<file path="src/rtl/eirq_pkg.sv">
package eirq_pkg;
  typedef enum logic [1:0] {
    EDGE_RISE = 2'b00,
    EDGE_FALL = 2'b01,
    EDGE_BOTH = 2'b10,
    EDGE_NONE = 2'b11
  } edge_sel_e;

  typedef struct packed {
    logic      slow;
    edge_sel_e edge_sel;
  } eirq_mode_t;
endpackage

</file>
<file path="src/rtl/eirq_sampler.sv">
module eirq_sampler #(
  parameter int SYNC_STAGES = 2,
  parameter int DIV_W       = 6
) (
  input  logic clk,
  input  logic rst_n,
  input  logic slow_sel,
  input  logic pin_async,
  output logic level
);
  logic [SYNC_STAGES-1:0] sync_q;
  logic [DIV_W-1:0]       div_q;
  logic                   pin_s;
  logic                   tick;
  logic                   sample_en;
  logic                   samp_q;
  logic                   level_q;

  always_ff @(posedge clk) begin
    if (!rst_n) sync_q <= '0;
    else        sync_q <= {sync_q[SYNC_STAGES-2:0], pin_async};
  end
  assign pin_s = sync_q[SYNC_STAGES-1];

  always_ff @(posedge clk) begin
    if (!rst_n) div_q <= '0;
    else        div_q <= div_q + 1'b1;
  end
  assign tick      = &div_q;
  assign sample_en = slow_sel ? tick : 1'b1;

  always_ff @(posedge clk) begin
    if (!rst_n) begin
      samp_q  <= 1'b0;
      level_q <= 1'b0;
    end else if (sample_en) begin
      samp_q <= pin_s;
      if (pin_s == samp_q) level_q <= pin_s;
    end
  end
  assign level = level_q;

  // filtered level moves only on a sample that matched the one before
  a_r2_filter_agree: assert property (@(posedge clk) disable iff (!rst_n)
    !$stable(level_q) |-> ($past(sample_en) && ($past(pin_s) == $past(samp_q))));

  // in slow mode nothing is sampled between strobes
  a_r8_slow_hold: assert property (@(posedge clk) disable iff (!rst_n)
    (slow_sel && !tick) |=> $stable(samp_q));
endmodule

</file>
<file path="src/rtl/eirq_edge_sel.sv">
module eirq_edge_sel
  import eirq_pkg::*;
(
  input  logic      clk,
  input  logic      rst_n,
  input  edge_sel_e edge_sel,
  input  logic      level,
  output logic      hit
);
  logic level_d;
  logic rise;
  logic fall;

  always_ff @(posedge clk) begin
    if (!rst_n) level_d <= 1'b0;
    else        level_d <= level;
  end

  assign rise = level & ~level_d;
  assign fall = ~level & level_d;

  always_comb begin
    unique case (edge_sel)
      EDGE_RISE: hit = rise;
      EDGE_FALL: hit = fall;
      EDGE_BOTH: hit = rise | fall;
      default:   hit = 1'b0;
    endcase
  end

  // the ignore code never reports an edge
  a_r7_none_quiet: assert property (@(posedge clk) disable iff (!rst_n)
    (edge_sel == EDGE_NONE) |-> !hit);
endmodule

</file>
<file path="src/rtl/eirq_flag_gate.sv">
module eirq_flag_gate (
  input  logic clk,
  input  logic rst_n,
  input  logic hit,
  input  logic sw_set,
  input  logic sw_clr,
  input  logic ack,
  input  logic src_en,
  input  logic master_en,
  output logic flag,
  output logic req
);
  logic flag_q;
  logic req_q;

  always_ff @(posedge clk) begin
    if (!rst_n)              flag_q <= 1'b0;
    else if (hit || sw_set)  flag_q <= 1'b1;
    else if (sw_clr || ack)  flag_q <= 1'b0;
  end

  always_ff @(posedge clk) begin
    if (!rst_n) req_q <= 1'b0;
    else        req_q <= flag_q & src_en & master_en;
  end

  assign flag = flag_q;
  assign req  = req_q;

  // a set beats a clear in the same cycle
  a_r9_set_wins: assert property (@(posedge clk) disable iff (!rst_n)
    (hit || sw_set) |=> flag_q);

  // a lone clear drops the flag
  a_r9_clear: assert property (@(posedge clk) disable iff (!rst_n)
    ((sw_clr || ack) && !hit && !sw_set) |=> !flag_q);

  // flag is sticky without a clear
  a_r9_sticky: assert property (@(posedge clk) disable iff (!rst_n)
    (flag_q && !sw_clr && !ack) |=> flag_q);

  // master disable blocks the request on the next clock
  a_r11_master: assert property (@(posedge clk) disable iff (!rst_n)
    !master_en |=> !req_q);

  // a request only rises after flag and source enable were both set
  a_r10_rise_src: assert property (@(posedge clk) disable iff (!rst_n)
    $rose(req_q) |-> $past(flag_q && src_en));
endmodule

</file>
<file path="src/rtl/eirq_edge_detect.sv">
module eirq_edge_detect
  import eirq_pkg::*;
#(
  parameter int SYNC_STAGES = 2,
  parameter int DIV_W       = 6
) (
  input  logic       clk,
  input  logic       rst_n,
  input  logic       mode_we,
  input  logic [3:0] mode_wdata,
  input  logic       flag_set,
  input  logic       flag_clr,
  input  logic       irq_ack,
  input  logic       src_en,
  input  logic       master_en,
  input  logic       pin_async,
  output logic       irq_req
);
  eirq_mode_t mode_q;
  logic       level;
  logic       hit;
  logic       flag;

  always_ff @(posedge clk) begin
    if (!rst_n) begin
      mode_q <= '0;
    end else if (mode_we) begin
      mode_q.slow     <= mode_wdata[3];
      mode_q.edge_sel <= edge_sel_e'(mode_wdata[1:0]);
    end
  end

  eirq_sampler #(.SYNC_STAGES(SYNC_STAGES), .DIV_W(DIV_W)) u_samp (
    .clk(clk), .rst_n(rst_n), .slow_sel(mode_q.slow),
    .pin_async(pin_async), .level(level)
  );

  eirq_edge_sel u_edge (
    .clk(clk), .rst_n(rst_n), .edge_sel(mode_q.edge_sel),
    .level(level), .hit(hit)
  );

  eirq_flag_gate u_flag (
    .clk(clk), .rst_n(rst_n), .hit(hit), .sw_set(flag_set),
    .sw_clr(flag_clr), .ack(irq_ack), .src_en(src_en),
    .master_en(master_en), .flag(flag), .req(irq_req)
  );

  // reset leaves the mode at zero
  a_r1_reset_mode: assert property (@(posedge clk)
    $past(!rst_n) && !rst_n |=> (mode_q == '0));

  // flag only appears after a pin edge or a software set
  a_r9_flag_source: assert property (@(posedge clk) disable iff (!rst_n)
    $rose(flag) |-> $past(hit || flag_set));
endmodule

</file>
<file path="config.mk">
export PLATFORM = sky130hd
export DESIGN_NAME = eirq_edge_detect
export DESIGN_NICKNAME = d
export VERILOG_FILES = /design/src/rtl/eirq_pkg.sv /design/src/rtl/eirq_sampler.sv /design/src/rtl/eirq_edge_sel.sv /design/src/rtl/eirq_flag_gate.sv /design/src/rtl/eirq_edge_detect.sv
export SDC_FILE = /design/constraint.sdc
export NUM_CORES = 1
export LEC_CHECK = 0
export ABC_AREA = 1
export CAP_MARGIN = 20
export CORE_AREA = 2 2 48 50
export DETAILED_ROUTE_END_ITERATION = 16
export DIE_AREA = 0 0 50 52
export PLACE_DENSITY = 0.49
export SLEW_MARGIN = 20
export SYNTH_ARGS = -nofsm -noshare
export SYNTH_HDL_FRONTEND = slang
export SYNTH_SLANG_ARGS = --single-unit
</file>
<file path="constraint.sdc">
create_clock -name clk -period 1.7 [get_ports clk]
set_input_delay 0.51 -clock clk [delete_from_list [all_inputs] [get_ports clk]]
set_output_delay 0.51 -clock clk [all_outputs]
set_load 0.01 [all_outputs]
</file>
==> results of run 1 <==
## sequential cells by signal (all words and copies together), names as in the netlist
register,cells
mode_q,3
u_flag.flag,1
u_samp.sync_q,2
u_samp.samp_q,1
u_samp.div_q,6
u_edge.level_d,1
u_samp.level,1
u_flag.req,1
## final timing paths
check                           slack (ps)  cells after the start              from                to
worst min-delay path                   420                      2  u_samp.sync_q[0]  u_samp.sync_q[1]
worst max register to register         530                      5      u_samp.level       u_flag.flag
worst min register to register         420                      2  u_samp.sync_q[0]  u_samp.sync_q[1]
worst max-delay path                    80                      1        u_flag.req           irq_req
## cells in the mapped netlist
| library cell | instances | area, sq um |
|---|---|---|
| a21oi_1 | 4 | 20.0 |
| dfxtp_1 | 16 | 320 |
| inv_1 | 16 | 60.1 |
| ha_1 | 3 | 37.5 |
| o21ai_0 | 5 | 25.0 |
| buf_2 | 1 | 5.00 |
| a211oi_1 | 1 | 7.51 |
| nand2_1 | 12 | 45.0 |
| nand3b_1 | 2 | 15.0 |
| xnor2_1 | 1 | 8.76 |
| nor3_1 | 2 | 10.0 |
| nand3_2 | 1 | 10.0 |
| nor2_1 | 12 | 45.0 |
| o21bai_2 | 1 | 11.3 |
| nand3_1 | 4 | 20.0 |
## metal layers
layer	routed length (um)	GRT usage (%)
met1	521	12.4
met2	483	14.9
met3	41	3.45
met4	10	6.94
met5	0	0
## through the flow
| step | instance area, sq um | hold WS (ps) | power (uW) | setup slack, ps |
|---|---|---|---|---|
| final | 821 | 425 | 664 | 79.7 |
| after global routing | 821 | 451 | 703 | 40.1 |
| after CTS | 821 | 430 | 676 | 62.7 |
| after detailed placement | 798 | 409 | 481 | 178 |
| after global placement | 798 | 400 | 480 | 198 |
| after floorplan | 641 | 390 | 445 | 655 |
## cell families after synthesis
| kind of cell | share of synthesized area, % |
|---|---|
| AND/OR/NAND/NOR | 22.7 |
| buffers and inverters | 10.2 |
| flip-flops | 50.0 |
| AO/OA/AOI/OAI | 9.96 |
| adder cells (fa/ha/maj) | 5.86 |
| XOR/XNOR | 1.37 |
## cell type report
| cell class | count | area (sq um) | share of cell area, % |
|---|---|---|---|
| Multi-Input combinational cell | 48 | 255 | 31.1 |
| Timing Repair Buffer | 13 | 128 | 15.5 |
| Sequential cell | 16 | 320 | 39.0 |
| Inverter | 16 | 60.1 | 7.32 |
| Clock buffer | 3 | 22.5 | 2.74 |
| Tap cell | 28 | 35.0 | 4.27 |
## power by group through the flow
stage | clock network [uW] | logic, uW | registers, uW
floorplan | 0 | 36.8 | 408
global placement | 0 | 70.2 | 410
detailed placement | 0 | 71.1 | 410
CTS | 203 | 71.5 | 401
global route | 219 | 80.3 | 404
finish | 192 | 70.1 | 401
==> impl_results.md, run 1 <==
- Status: finished, final reports clean
- Vias in the first global route: 436
- CTS Buffer Depth: 2
- Worst path cell trace: clkdlybuf4s50_1
- Internal power: 516 uW
- Min cycle time layout: 1620 ps
- Post-CTS setup buffer count: 0
- Slowest stage delay, CP: 520 ps
- Most frequent cells in the layout: inv_1 (16), dfxtp_1 (16), nor2_1 (12), nand2_1 (12), clkdlybuf4s50_1 (12)
- Crit. End Element: output pin
- Inst Count DP: 121
- Post-DRT Antenna Nets: 0
- CP delay by family, top: buffers and inverters
- FMAX: 0.617 GHz
- Clk_skew: 2.32 ps
- Total GRT Usage: 10.1%
- Initial DRC count: 20
- Share of cells above drive strength 1: 6.25%
- Crit path max fanout: 1
- FP Rows: 17
- Clock power share: 29.0%
- Max VDD drop: 0.404 mV
- Starting density of the core: 30.4%
- Syn_nets: 97
- Number of I/O pins: 14
- Slew margin rel.: 83.0%
- Sw frac: 22.3%
- Clock slew at reported path FFs: 90 ps
- Pwr/cell area: 809 nW/um^2
- Critical Path RT: 1190 ps
- Critical path buffers and inverters: 1
- Hold Crit Class: reg -> reg
- Via density: 4.18
- Startpoint types: register
- Largest net degree at the start of global routing: 12
- Fin util: 39.0%
- Filler instances: 227
- Final count of hold timing violations: 0
- Switching pwr: 148 uW
- Yosys warning total: 0
- Routed via count: 518
- Synthesized area per cell: 7.91 sq um
- Initial antenna violation count: 0
- Worst-Skew Late Latency: 280 ps
- Clock Tree Root: clkbuf_4
- Syn Std Cell Area: 641 sq um
- Hpwl dp: 831 um
- Cts hold-fix bufs: 0
- Fin crit share: 95.3%
- Combinational Power Share: 10.6%
- Die Wd: 50 um
- Max Cap Viol: 0
- P_leak: 0.000365 uW
- Die area: 2600 sq um
- First-pass GRT wire length: 1880 um
- Nets: 114
- Gpl congestion: 0.657
- H-tree depth: 1
- DR WL/cell: 8.52 um
- Core area: 2110 sq um
- Count of final setup violators: 0
- Worst Max-Slew Pin Slew: 253 ps
- Reg power frac: 60.5%
- Post-route insts no fill: 124
- Seq/Total Area, Yosys: 50.0%
- # port buffers: 12
- Post-cts resize count: 0
- Die height: 52 um
- Critical path class: reg -> out
- Setup total negative slack: 0 ps
- Diodes inserted: 0
- Area delta synth->final: 28.1%
- Clock Sinks: 16
- Synth Register Bits: 16
- Slowest library cell on the worst path: clkdlybuf4s50_1
- TritonRoute pass-1 iters: 4
- CTS tree: yes
- Drt drc: 0
- WL final: 1060 um
- Gate Count Post-Synth: 81
- RSZ-0062 raised after global routing: false
- Max Slew Vio Count: 0
- Worst Path Arrival: 1110 ps
- Unique cell type count in the Yosys netlist: 15
- GR Overflow Total: 0
- CTS Buf Count: 3
Note: power is estimated with default switching activity, not from simulation.
==> run 2, diff against run 1 <==
--- a/config.mk
+++ b/config.mk
@@ -11,7 +11,7 @@
 export DETAILED_ROUTE_END_ITERATION = 16
 export DIE_AREA = 0 0 50 52
 export PLACE_DENSITY = 0.49
-export SLEW_MARGIN = 20
+export SLEW_MARGIN = 0
 export SYNTH_ARGS = -nofsm -noshare
 export SYNTH_HDL_FRONTEND = slang
 export SYNTH_SLANG_ARGS = --single-unit
==> results of run 2 <==
The final DEF is identical to that of run 1; final timing and power are the same.
